$ cat src/rtl/uart_tx_pkg.sv
package uart_tx_pkg;

    parameter int DATA_W = 8;
    localparam int FRAME_MAX = DATA_W + 4;
    localparam int LEN_W = $clog2(FRAME_MAX + 1);

    typedef struct packed {
        logic nine;
        logic par_en;
        logic par_odd;
        logic two_stop;
        logic start_lvl;
        logic stop_lvl;
        logic msb_first;
    } fmt_t;

    typedef struct packed {
        logic [FRAME_MAX-1:0] bits;
        logic [LEN_W-1:0]     len;
    } frame_t;

    function automatic logic [DATA_W-1:0] order_data(input logic [DATA_W-1:0] d,
                                                     input logic msb);
        logic [DATA_W-1:0] r;
        for (int i = 0; i < DATA_W; i++)
            r[i] = msb ? d[DATA_W-1-i] : d[i];
        return r;
    endfunction

    function automatic logic ninth_bit(input fmt_t f, input logic [DATA_W:0] w);
        if (f.par_en)
            return f.par_odd ? ~(^w[DATA_W-1:0]) : ^w[DATA_W-1:0];
        return w[DATA_W];
    endfunction

    // Bit 0 of the vector leaves the line first.
    function automatic frame_t build_frame(input fmt_t f, input logic [DATA_W:0] w);
        frame_t fr;
        fr.bits = {FRAME_MAX{f.stop_lvl}};
        fr.bits[0] = f.start_lvl;
        fr.bits[DATA_W:1] = order_data(w[DATA_W-1:0], f.msb_first);
        if (f.nine)
            fr.bits[DATA_W+1] = ninth_bit(f, w);
        fr.len = LEN_W'(DATA_W + 2) + LEN_W'(f.nine) + LEN_W'(f.two_stop);
        return fr;
    endfunction

endpackage

$ cat src/rtl/uart_tx_bit_timer.sv
module uart_tx_bit_timer #(
    parameter int TICKS = 16
) (
    input  logic clk,
    input  logic rst,
    input  logic clear,
    input  logic run,
    input  logic tick,
    output logic bit_end
);
    localparam int CW = (TICKS > 1) ? $clog2(TICKS) : 1;
    localparam logic [CW-1:0] LAST = CW'(TICKS - 1);

    logic [CW-1:0] cnt_q;

    always_ff @(posedge clk) begin
        if (rst || clear)
            cnt_q <= '0;
        else if (run && tick)
            cnt_q <= (cnt_q == LAST) ? '0 : cnt_q + 1'b1;
    end

    assign bit_end = run && tick && (cnt_q == LAST);
endmodule

$ cat src/rtl/uart_tx_hold_buf.sv
module uart_tx_hold_buf #(
    parameter int W = 9
) (
    input  logic         clk,
    input  logic         rst,
    input  logic         wr_en,
    input  logic [W-1:0] wr_data,
    input  logic         take,
    output logic         full,
    output logic [W-1:0] data
);
    logic         full_q;
    logic [W-1:0] data_q;

    always_ff @(posedge clk) begin
        if (rst) begin
            full_q <= 1'b0;
            data_q <= '0;
        end else begin
            if (take)
                full_q <= 1'b0;
            if (wr_en) begin
                full_q <= 1'b1;
                data_q <= wr_data;
            end
        end
    end

    assign full = full_q;
    assign data = data_q;
endmodule

$ cat src/rtl/uart_tx_shifter.sv
module uart_tx_shifter
    import uart_tx_pkg::*;
(
    input  logic   clk,
    input  logic   rst,
    input  logic   load,
    input  frame_t frame,
    input  logic   idle_lvl,
    input  logic   bit_end,
    output logic   txd,
    output logic   busy,
    output logic   finish
);
    logic                 busy_q;
    logic                 cur_q;
    logic [FRAME_MAX-1:0] sh_q;
    logic [LEN_W-1:0]     left_q;

    always_ff @(posedge clk) begin
        if (rst) begin
            busy_q <= 1'b0;
            cur_q  <= 1'b0;
            sh_q   <= '0;
            left_q <= '0;
        end else if (load) begin
            busy_q <= 1'b1;
            cur_q  <= frame.bits[0];
            sh_q   <= frame.bits >> 1;
            left_q <= frame.len - LEN_W'(1);
        end else if (busy_q && bit_end) begin
            if (left_q == '0) begin
                busy_q <= 1'b0;
            end else begin
                cur_q  <= sh_q[0];
                sh_q   <= sh_q >> 1;
                left_q <= left_q - LEN_W'(1);
            end
        end
    end

    assign finish = busy_q && bit_end && (left_q == '0);
    assign busy   = busy_q;
    assign txd    = busy_q ? cur_q : idle_lvl;
endmodule

$ cat src/rtl/uart_tx_core.sv
module uart_tx_core
    import uart_tx_pkg::*;
#(
    parameter int TICKS_PER_BIT = 16
) (
    input  logic              clk,
    input  logic              rst,
    input  logic              baud_tick,
    input  logic              wr_en,
    input  logic [DATA_W:0]   wr_data,
    input  logic              status_rd,
    input  logic              cfg_nine,
    input  logic              cfg_par_en,
    input  logic              cfg_par_odd,
    input  logic              cfg_two_stop,
    input  logic              cfg_start_lvl,
    input  logic              cfg_stop_lvl,
    input  logic              cfg_msb_first,
    input  logic              cfg_flow_en,
    input  logic              cts_n,
    output logic              txd,
    output logic              buf_full,
    output logic              buf_irq,
    output logic              tx_active,
    output logic              tx_done
);
    fmt_t            fmt;
    frame_t          frame;
    logic [DATA_W:0] hold_data;
    logic            hold_full;
    logic            busy;
    logic            start;
    logic            bit_end;
    logic            finish;
    logic            irq_q;
    logic            done_q;

    assign fmt = '{nine: cfg_nine, par_en: cfg_par_en, par_odd: cfg_par_odd,
                   two_stop: cfg_two_stop, start_lvl: cfg_start_lvl,
                   stop_lvl: cfg_stop_lvl, msb_first: cfg_msb_first};

    assign frame = build_frame(fmt, hold_data);
    assign start = !busy && hold_full && (!cfg_flow_en || !cts_n);

    uart_tx_hold_buf #(.W(DATA_W + 1)) u_hold (
        .clk(clk), .rst(rst), .wr_en(wr_en), .wr_data(wr_data),
        .take(start), .full(hold_full), .data(hold_data)
    );

    uart_tx_bit_timer #(.TICKS(TICKS_PER_BIT)) u_timer (
        .clk(clk), .rst(rst), .clear(start), .run(busy),
        .tick(baud_tick), .bit_end(bit_end)
    );

    uart_tx_shifter u_shift (
        .clk(clk), .rst(rst), .load(start), .frame(frame),
        .idle_lvl(cfg_stop_lvl), .bit_end(bit_end),
        .txd(txd), .busy(busy), .finish(finish)
    );

    always_ff @(posedge clk) begin
        if (rst) begin
            irq_q  <= 1'b0;
            done_q <= 1'b0;
        end else begin
            irq_q <= start;
            if (finish)
                done_q <= 1'b1;
            else if (wr_en || status_rd)
                done_q <= 1'b0;
        end
    end

    assign buf_full  = hold_full;
    assign buf_irq   = irq_q;
    assign tx_active = busy;
    assign tx_done   = done_q;
endmodule

$ cat config.mk
export PLATFORM = sky130hd
export DESIGN_NAME = uart_tx_core
export DESIGN_NICKNAME = d
export VERILOG_FILES = /design/src/rtl/uart_tx_pkg.sv /design/src/rtl/uart_tx_bit_timer.sv /design/src/rtl/uart_tx_hold_buf.sv /design/src/rtl/uart_tx_shifter.sv /design/src/rtl/uart_tx_core.sv
export SDC_FILE = /design/constraint.sdc
export NUM_CORES = 1
export LEC_CHECK = 0
export BUFFER_PORTS_ARGS = -buffer_cell sky130_fd_sc_hd__buf_2
export CORE_ASPECT_RATIO = 0.75
export CORE_MARGIN = 2
export CORE_UTILIZATION = 41
export DETAILED_ROUTE_END_ITERATION = 12
export GPL_TIMING_DRIVEN = 0
export PLACE_DENSITY_LB_ADDON = 0.05
export SYNTH_ARGS = -nofsm -noshare
export SYNTH_HDL_FRONTEND = slang
export SYNTH_SLANG_ARGS = --single-unit
$ cat constraint.sdc
create_clock -name clk -period 2.3 [get_ports clk]
set_input_delay 0.46 -clock clk [delete_from_list [all_inputs] [get_ports clk]]
set_output_delay 0.46 -clock clk [all_outputs]
set_load 0.05 [all_outputs]
==> results of run 1 <==
## tightest hold or removal path: cells and delay by family
kind          cells  cell delay, ns
simple gates      1            0.07
buf+inv           1            0.07
mux               1            0.05
## per-layer routing
layer	vias up	share of wire [%]	routed length, µm
met3	7	5.4	203
li1	716	-	-
met5	-	0	0
met4	0	1.5	58
met1	659	51	1920
met2	40	42	1590
## final cells by class
type | count | area [µm²]
clock buffer | 7 | 86.3
timing repair buffer | 27 | 135
sequential | 33 | 661
multi-input combinational | 135 | 910
tap | 52 | 65.1
buffer | 10 | 45.0
inverter | 5 | 18.8
fill | 375 | 1810
## sequential cells by signal (all words and copies together), names as in the netlist
signal / count
u_hold.full: 1
u_shift.left_q: 4
u_shift.sh_q: 11
u_shift.busy: 1
u_shift.cur_q: 1
u_hold.data: 9
tx_done: 1
u_timer.cnt_q: 4
buf_irq: 1
## worst max path at each step
stage,endpoint,from,cells after the start,slack (ns)
finish,u_shift.left_q[1],u_shift.left_q[0],7,0.46
global route,u_shift.sh_q[6],u_shift.left_q[0],7,0.34
CTS,u_shift.sh_q[2],u_shift.left_q[0],7,0.50
detailed placement,u_shift.sh_q[2],baud_tick,6,0.52
global placement,u_shift.left_q[1],u_shift.left_q[0],7,0.53
floorplan,u_shift.sh_q[0],u_shift.busy,5,0.47
## cell usage after synthesis, drive strengths merged
master,number,area (µm²)
dfxtp,33,661
nand2,26,97.6
nor2,17,63.8
a311oi,10,87.6
mux2i,10,100
a211oi,9,67.6
clkbuf,8,30.0
nor2b,8,50.1
a21oi,6,30.0
nand3,6,30.0
inv,5,18.8
ha,4,50.1
nor3,4,25.0
or3,4,25.0
xor2,4,35.0
nand2b,3,18.8
o21ai,3,15.0
xnor2,3,26.3
a41oi,2,25.0
and4,2,17.5
buf,2,15.0
mux2,2,26.3
nor3b,2,15.0
xnor3,2,45.0
a31oi,1,6.26
and2,1,6.26
and3,1,6.26
nand4,1,6.26
o221ai,1,8.76
o31a,1,8.76
o31ai,1,7.51
or3b,1,8.76
## power by group
group	switching, mW	total [mW]	internal, mW
Combinational	0.116	0.212	0.0959
Clock	0.197	0.434	0.237
Sequential	0.0293	0.636	0.607
## kinds of logic (layout without fill, tap and decap cells)
group / count (synthesis) / in the layout / synth area share [%]
AND/OR/NAND/NOR: 76 / 76 / 22.7
buffers and inverters: 15 / 49 / 3.90
AO/OA/AOI/OAI: 34 / 34 / 15.7
multiplexers: 12 / 12 / 7.73
adder cells (fa/ha/maj): 4 / 4 / 3.06
XOR/XNOR: 9 / 9 / 6.51
flip-flops: 33 / 33 / 40.4
## metrics by stage
stage	cell area [µm²]	instances	power (mW)
final	1920	269	1.28
after global routing	1920	269	1.35
after CTS	1920	269	1.29
after detailed placement	1830	262	0.859
after global placement	1830	262	0.852
after floorplan	1630	183	0.794
==> summary.txt, run 1 <==
Global routing
  • Initial antenna violation count: 0
  • GR Util met3: 5.06%
  • Vias in the first global route: approximately 1400
  • Pin count of the biggest net entering global routing: 11
  • All-Layer GR Usage: 18.0%
  • Met2 Use GR: 28.3%
  • GRT busiest layer: met2
  • Met1 usage: 23.6%
  • Overflow after GRT: 0
  • First-pass GRT wire length: 6.24 mm

Worst setup path
  • CP delay by family, top: simple AND/OR/NAND/NOR gates
  • Data required, critical path: 2.45 ns
  • Worst setup EP type: flop
  • Slowest CP cell: nor3b_1
  • Crit-path max FO: 10
  • Nature of the critical path startpoint: flop
  • Reg2reg path depth: 7
  • R2r endpoint: u_shift.left_q[1]
  • R2R Path Start: u_shift.left_q[0]
  • CP bufs+invs: 2
  • Flop2flop setup slack: 0.46 ns
  • Crit-path max cell delay: roughly 0.50 ns
  • Critical path arrival: roughly 2 ns
  • Cell chain of the critical path: inv_1 > ha_1 > nor3b_1 > nor3_2 > buf_4 > o221ai_1 > a21oi_1
  • CP Class: flop to flop

Floorplan
  • Die area: about 4500 µm²
  • Initial core utilization: 43.8%
  • Die height: roughly 60 µm
  • CORE AREA: 3730 µm²
  • Die width: 76.9 µm
  • Row count: 19
  • I/O pin cnt: 28

STA
  • Tightest Pin Transition: 0.644 ns
  • Final worst setup slack: ~0.46 ns
  • Slew Limit Fails: 0
  • RSZ-0062 raised after global routing: false
  • Clock Skews: 0.00253 ns
  • Worst hold slack: a little over 0.4 ns
  • Setup-failing EPs final: 0
  • Setup TNS: 0 ns
  • Tcrit/Tclk final: 79.9%
  • Relative slew slack: 57.1%
  • Hold Vio Cnt, Final: 0
  • Fin crit period: roughly 1.8 ns
  • Max Fclk: 544 MHz

Logic synthesis
  • Mean Syn Cell Area: approximately 8.9 µm²
  • Syn_nets: between 200 and 250
  • Ys Warns: 0
  • Synthesized area: approximately 1600 µm²
  • Cells after Synth: 183
  • Number of synthesized register bits: 33
  • Register area share after synthesis: 40.4%
  • Post-synth cell types: 35

Clocking
  • Setup Fix Bufs, Post-CTS: 0
  • TritonCTS clock tree: yes
  • H-tree levels: 2
  • Latest clock arrival within the worst-skew pair: about 0.28 ns
  • Cts bufs inserted: 5
  • CTS-repair resized insts: 0
  • Worst-path clk slew: 0.06 ns
  • # hold bufs at CTS: 0
  • CTS root buf: clkbuf_8
  • Clock tree sinks: 33
  • CTS Buffer Depth: 2

Place
  • Post-DP HPWL: roughly 2.9 mm
  • Gpl congestion: 0.862
  • Worst slack, placed: 0.515 ns
  • PortBufs: 27

Finish
  • Area growth, synth to finish: 17.5%
  • N_diodes: 0
  • Share of cells above drive strength 1: roughly 18%
  • Core Util, Final: between 50% and 60%
  • Layout Nets: between 200 and 250
  • Most frequent cells in the layout: dfxtp_1, buf_2, nand2_1, nor2_1
  • Most common cell after layout, fill and taps aside: dfxtp_1

Min path
  • Hold crit path type: primary input to flop
  • Worst Hold Launch: wr_data[5]
  • Hold-critical path depth: 3
  • Worst Hold Endpoint: u_hold.data[5]

Routing
  • Antenna Violating Nets Remaining: 0
  • Total Wirelength: 3.77 mm
  • # DRC: 0
  • Routed vias/inst: 5.29
  • DR pass1 iterations: 4
  • Via count: ~1400
  • Iteration-0 DRC Markers: 91
  • WL per Instance: between 10 and 15 µm

Power and ir drop
  • Pwr Density: roughly 670 nW/µm²
  • Leakage: 0.772 nW
  • Max IR drop VDD: 0.380 mV

Flow run
  • Max Cap Violations: 0

Outcome
  • Outcome: finished clean
No activity file was read; power rests on OpenSTA's default activity.
==> run 2: changes to the inputs <==
- clock period: 2.3 -> 1.5 ns (I/O delays scaled with it)
==> summary.txt, run 2 (synthesized netlist as in run 1, its figures left out) <==
STA
  • RSZ-0062 raised after global routing: true
  • Max Fclk: between 600 and 700 MHz
  • Setup-failing EPs final: 13
  • Tcrit/Tclk final: 108%
  • Relative slew slack: roughly 54%
  • Slew Limit Fails: 0
  • Hold Vio Cnt, Final: 0
  • Tightest Pin Transition: 0.683 ns
  • Setup TNS: -0.879 ns
  • Fin crit period: 1.63 ns
  • Clock Skews: 0.00607 ns
  • Final worst setup slack: -0.126 ns

Finish
  • Most frequent cells in the layout: buf_2, dfxtp_1, nand2_1, nor2_1, mux2i_1
  • Most common cell after layout, fill and taps aside: buf_2
  • Largest Register: u_shift.sh_q
  • Area growth, synth to finish: 33.5%
  • Filler cells: 363
  • N_diodes: 0
  • Share of cells above drive strength 1: 36.0%
  • Layout Nets: 254
  • Max reg flops: 11

Outcome
  • Failing checks: setup timing
  • Outcome: complete, but fails checks

Global routing
  • Overflow after GRT: 0
  • First-pass GRT wire length: around 7 mm
  • Pin count of the biggest net entering global routing: 11
  • Vias in the first global route: 1417
  • All-Layer GR Usage: 19.5%
  • Initial antenna violation count: 0

Power and ir drop
  • Max IR drop VDD: between 0.5 and 0.6 mV
  • Leakage: 0.856 nW
  • Pwr Density: slightly above 900 nW/µm²

Place
  • Gpl congestion: 0.814
  • Post-DP HPWL: about 2.9 mm
  • PortBufs: 27
  • Worst slack, placed: -0.395 ns

Floorplan
  • Die area: around 4500 µm²
  • Die height: 58.7 µm
  • Initial core utilization: 43.8%
  • Die width: 76.9 µm
  • I/O pin cnt: 28
  • Row count: 19
  • CORE AREA: 3730 µm²

Routing
  • WL per Instance: 15.1 µm
  • DR pass1 iterations: 4
  • Iteration-0 DRC Markers: 78
  • Via count: 1499
  • # DRC: 0
  • Antenna Violating Nets Remaining: 0
  • Total Wirelength: 4.23 mm
  • Routed vias/inst: 5.35

Min path
  • Hold crit path type: primary input to flop

Clocking
  • Latest clock arrival within the worst-skew pair: 0.28 ns
  • Worst-path clk slew: 0.07 ns
  • CTS Buffer Depth: 2
  • H-tree levels: 2
  • CTS root buf: clkbuf_8
  • # hold bufs at CTS: 0
  • Clock tree sinks: 33
  • TritonCTS clock tree: yes
  • Cts bufs inserted: 5

Worst setup path
  • Data required, critical path: 1.63 ns
  • CP Class: flop to flop
  • Crit-path max FO: 4
  • Nature of the critical path startpoint: flop
  • Critical path arrival: 1.76 ns
  • Worst setup EP type: flop

Flow run
  • Max Cap Violations: 0
-- run 2: changes by cell type in the layout (fill, tap and decap cells not counted), moves of 3 or more --
cell,previous run,this run
nand2_1,26,19
buf_4,2,7
nand3_1,6,3
dfxtp_2,0,5
nand2_2,0,7
a311oi_1,10,6
buf_6,0,7
dfxtp_1,33,26
a311oi_2,0,4
-- run 2: layout make-up --
type	count	area [µm²]	share of cell area, %
Timing Repair Buffer	38	239	11.0
Buffer	9	51.3	2.35
Multi-Input combinational cell	135	1050	48.3
Clock buffer	8	80.1	3.67
Inverter	5	18.8	0.861
Tap cell	52	65.1	2.98
Sequential cell	33	674	30.9
-- run 2: worst max-delay path, cell delays in order, from the launching register on --
cell     delay (ns)
dfxtp_2        0.32
inv_2          0.08
ha_4           0.13
or3b_4         0.41
and4_1         0.23
o31ai_4        0.25
a41oi_2        0.06
-- run 2: worst paths after layout --
kind	cells past startpoint	start	slack, ns	end
setup / recovery	6	u_shift.left_q[1]	-0.13	u_shift.sh_q[8]
hold / removal	3	wr_data[6]	0.26	u_hold.data[6]
setup reg to reg	6	u_shift.left_q[1]	-0.13	u_shift.sh_q[8]
hold reg to reg	2	u_shift.sh_q[6]	0.49	u_shift.sh_q[6]
-- run 2: metal layers --
metal  wire (µm)  track usage [%]
met1        2130             27.2
met2        1900             29.8
met3         201             5.21
met4           0             5.71
met5           0                0
-- run 2: stage by stage --
stage          instances  util, %  hold WS, ns  cell area (µm²)  power [mW]
2_1_floorplan        183        -        0.411             1660        1.22
4_1_cts              278     55.0        0.258             2050        1.99
6_report             280     58.4        0.260             2180        2.02
5_1_grt              280     58.4        0.265             2180        2.13
3_3_place_gp         262     49.7        0.459             1860        1.31
3_5_place_dp         262     49.7        0.478             1860        1.33
-- run 2: timing repair --
action                     CTS  global route
resized for setup           20            29
buffers inserted             7             2
setup endpoints to repair   15            20
cloned                       1             1
pin swaps                   12            12
-- run 2: power by group --
part	total, mW	internal, mW	switching, mW
sequential	0.979	0.931	0.0483
clock	0.635	0.330	0.306
combinational	0.409	0.198	0.210
==> run 3: changes to the inputs <==
- SYNTH_HIERARCHICAL: unset -> 1
==> summary.txt, run 3 <==
Routing
  • Via count: 1636
  • # DRC: 0
  • Total Wirelength: about 5 mm
  • Routed vias/inst: 5.42
  • WL per Instance: roughly 16 µm
  • Iteration-0 DRC Markers: 92
  • Antenna Violating Nets Remaining: 0
  • DR pass1 iterations: 4

Logic synthesis
  • Cells after Synth: ~190
  • Ys Warns: 6
  • Async set or reset register ratio after synthesis: 0%
  • Mean Syn Cell Area: roughly 9.4 µm²
  • Post-synth cell types: 46
  • Number of synthesized register bits: 33
  • Count leader, synth: dfxtp_1
  • Predominant post-synthesis flop cell: dfxtp_1
  • Dominant cells by area after synthesis: dfxtp_1, a311oi_2, mux2i_1
  • Area leader, netlist: dfxtp_1
  • Post-synth top area share: ~37%
  • Post-synth EDFFs: 0
  • Register area share after synthesis: between 30% and 40%
  • Synthesized area: 1800 µm²
  • Synth cell count leaders: dfxtp_1, nor2_1, nand3_1

Flow run
  • Max Cap Violations: 0

Floorplan
  • I/O pin cnt: 28
  • Die area: 4940 µm²
  • Die width: just over 80 µm
  • Row count: 20
  • Initial core utilization: 43.5%
  • CORE AREA: 4130 µm²
  • Die height: 61.4 µm

Worst setup path
  • Worst setup EP type: flop
  • Critical path arrival: just under 2 ns
  • CP delay by family, top: compound AO/OA/AOI/OAI gates
  • CP Class: flop to flop
  • Data required, critical path: 1.64 ns
  • CP bufs+invs: 1
  • Crit-path max FO: 4
  • Flop2flop setup slack: -0.29 ns
  • Nature of the critical path startpoint: flop
  • Crit-path max cell delay: 0.36 ns
  • Cell chain of the critical path: a211oi_4 > clkbuf_8 > mux2i_4 > ha_4 > nand3_1 > a21oi_2 > a221oi_2
  • Slowest CP cell: dfxtp_4

Global routing
  • Pin count of the biggest net entering global routing: 12
  • First-pass GRT wire length: around 7.5 mm
  • GR Util met3: 4.40%
  • GRT busiest layer: met2
  • Met1 usage: between 20% and 30%
  • All-Layer GR Usage: 20.4%
  • Met2 Use GR: 34.3%
  • Initial antenna violation count: 0
  • Vias in the first global route: between 1500 and 2000
  • Overflow after GRT: 0

Place
  • Gpl congestion: approximately 0.78
  • Worst slack, placed: -0.601 ns
  • Post-DP HPWL: 3.10 mm
  • PortBufs: 26
  • Placed cells: 274

Finish
  • Area growth, synth to finish: 45.3%
  • Final non-filler cell total: 302
  • Max reg flops: 11
  • Share of cells above drive strength 1: a little over half
  • N_diodes: 0
  • Largest Register: u_shift/sh_q
  • Most frequent cells in the layout: dfxtp_1, buf_2, nor2_1, buf_4, a311oi_2
  • Layout Nets: 272

Min path
  • Hold crit path type: primary input to flop

STA
  • Clock Skews: 0.00741 ns
  • Slew Limit Fails: 0
  • Final worst setup slack: -0.286 ns
  • Setup TNS: -2.18 ns
  • Hold Vio Cnt, Final: 0
  • Max Fclk: 560 MHz
  • Tightest Pin Transition: between 0.7 and 0.8 ns
  • Relative slew slack: roughly 52%
  • RSZ-0062 raised after global routing: true
  • Setup-failing EPs final: 18
  • Fin crit period: about 1.8 ns
  • Tcrit/Tclk final: 119%

Power and ir drop
  • Switching share of power: 32.1%
  • P_sw: about 0.74 mW
  • Logic gate share of total power: approximately 28%
  • Max IR drop VDD: 0.496 mV
  • Clock Power Share: 29.0%
  • Reg power frac: 43.2%
  • Pwr Density: 879 nW/µm²
  • P_int: roughly 1.6 mW
  • Leakage: 1.03 nW

Clocking
  • TritonCTS clock tree: yes
  • Worst-path clk slew: 0.07 ns
  • CTS Buffer Depth: 2
  • Latest clock arrival within the worst-skew pair: approximately 0.28 ns
  • CTS root buf: clkbuf_8
  • Clock tree sinks: 33
  • # hold bufs at CTS: 0
  • Cts bufs inserted: 5
  • H-tree levels: 2

Outcome
  • Outcome: complete, but fails checks
  • Failing checks: setup timing
run 3: tightest hold or removal path, cell delays in order:
cell	delay [ns]
buf_2	0.08
mux2i_1	0.05
nor2_1	0.07
run 3: layout make-up:
type / instances / area, µm²
buffer: 12 / 101
sequential: 33 / 679
clock buffer: 5 / 68.8
clock inverter: 3 / 16.3
multi-input combinational: 142 / 1290
timing repair buffer: 46 / 364
inverter: 6 / 23.8
fill: 364 / 1520
tap: 55 / 68.8
run 3: through the flow:
stage / power, mW / util, % / hold WS, ns / instance area (µm²)
global route: 2.41 / 63.3 / 0.251 / 2610
finish: 2.30 / 63.3 / 0.251 / 2610
CTS: 2.20 / 57.0 / 0.248 / 2350
floorplan: 1.35 / - / 0.365 / 1840
global placement: 1.46 / 49.3 / 0.468 / 2040
detailed placement: 1.47 / 49.3 / 0.475 / 2040
run 3: path summary, 6_finish.rpt:
check / from / endpoint / cells past startpoint
setup / recovery: u_shift/busy / u_shift/left_q[2] / 7
hold reg to reg: tx_done / tx_done / 2
hold / removal: wr_data[1] / u_hold/data[1] / 3
setup reg to reg: u_shift/busy / u_shift/left_q[2] / 7
run 3: cell families after synthesis:
group	share of synthesized area, %
xor+xnor	4.66
fa+ha+maj	2.09
mux	12.3
simple gates	18.9
other cells	0.209
flops	36.7
buf+inv	5.01
compound gates	20.1
run 3: repair_timing:
action	4_1_cts	5_1_grt
resized for setup	31	41
pin swaps	6	17
setup buffers	12	6
endpoints found under the setup margin	19	21
gates cloned	1	1
run 3: routing by layer:
| metal | vias up | wire length [µm] |
|---|---|---|
| li1 | 808 | - |
| met1 | 785 | 2270 |
| met2 | 37 | 2440 |
| met3 | 6 | 216 |
| met4 | 0 | 33 |
| met5 | - | 0 |
run 3: power groups by stage:
| stage | Sequential [mW] | Clock, mW | Combinational (mW) |
|---|---|---|---|
| 2_1_floorplan | 1.01 | 0 | 0.337 |
| 3_3_place_gp | 1.00 | 0 | 0.456 |
| 3_5_place_dp | 1.01 | 0 | 0.465 |
| 4_1_cts | 0.987 | 0.678 | 0.535 |
| 5_1_grt | 1.00 | 0.731 | 0.682 |
| 6_report | 0.992 | 0.666 | 0.638 |
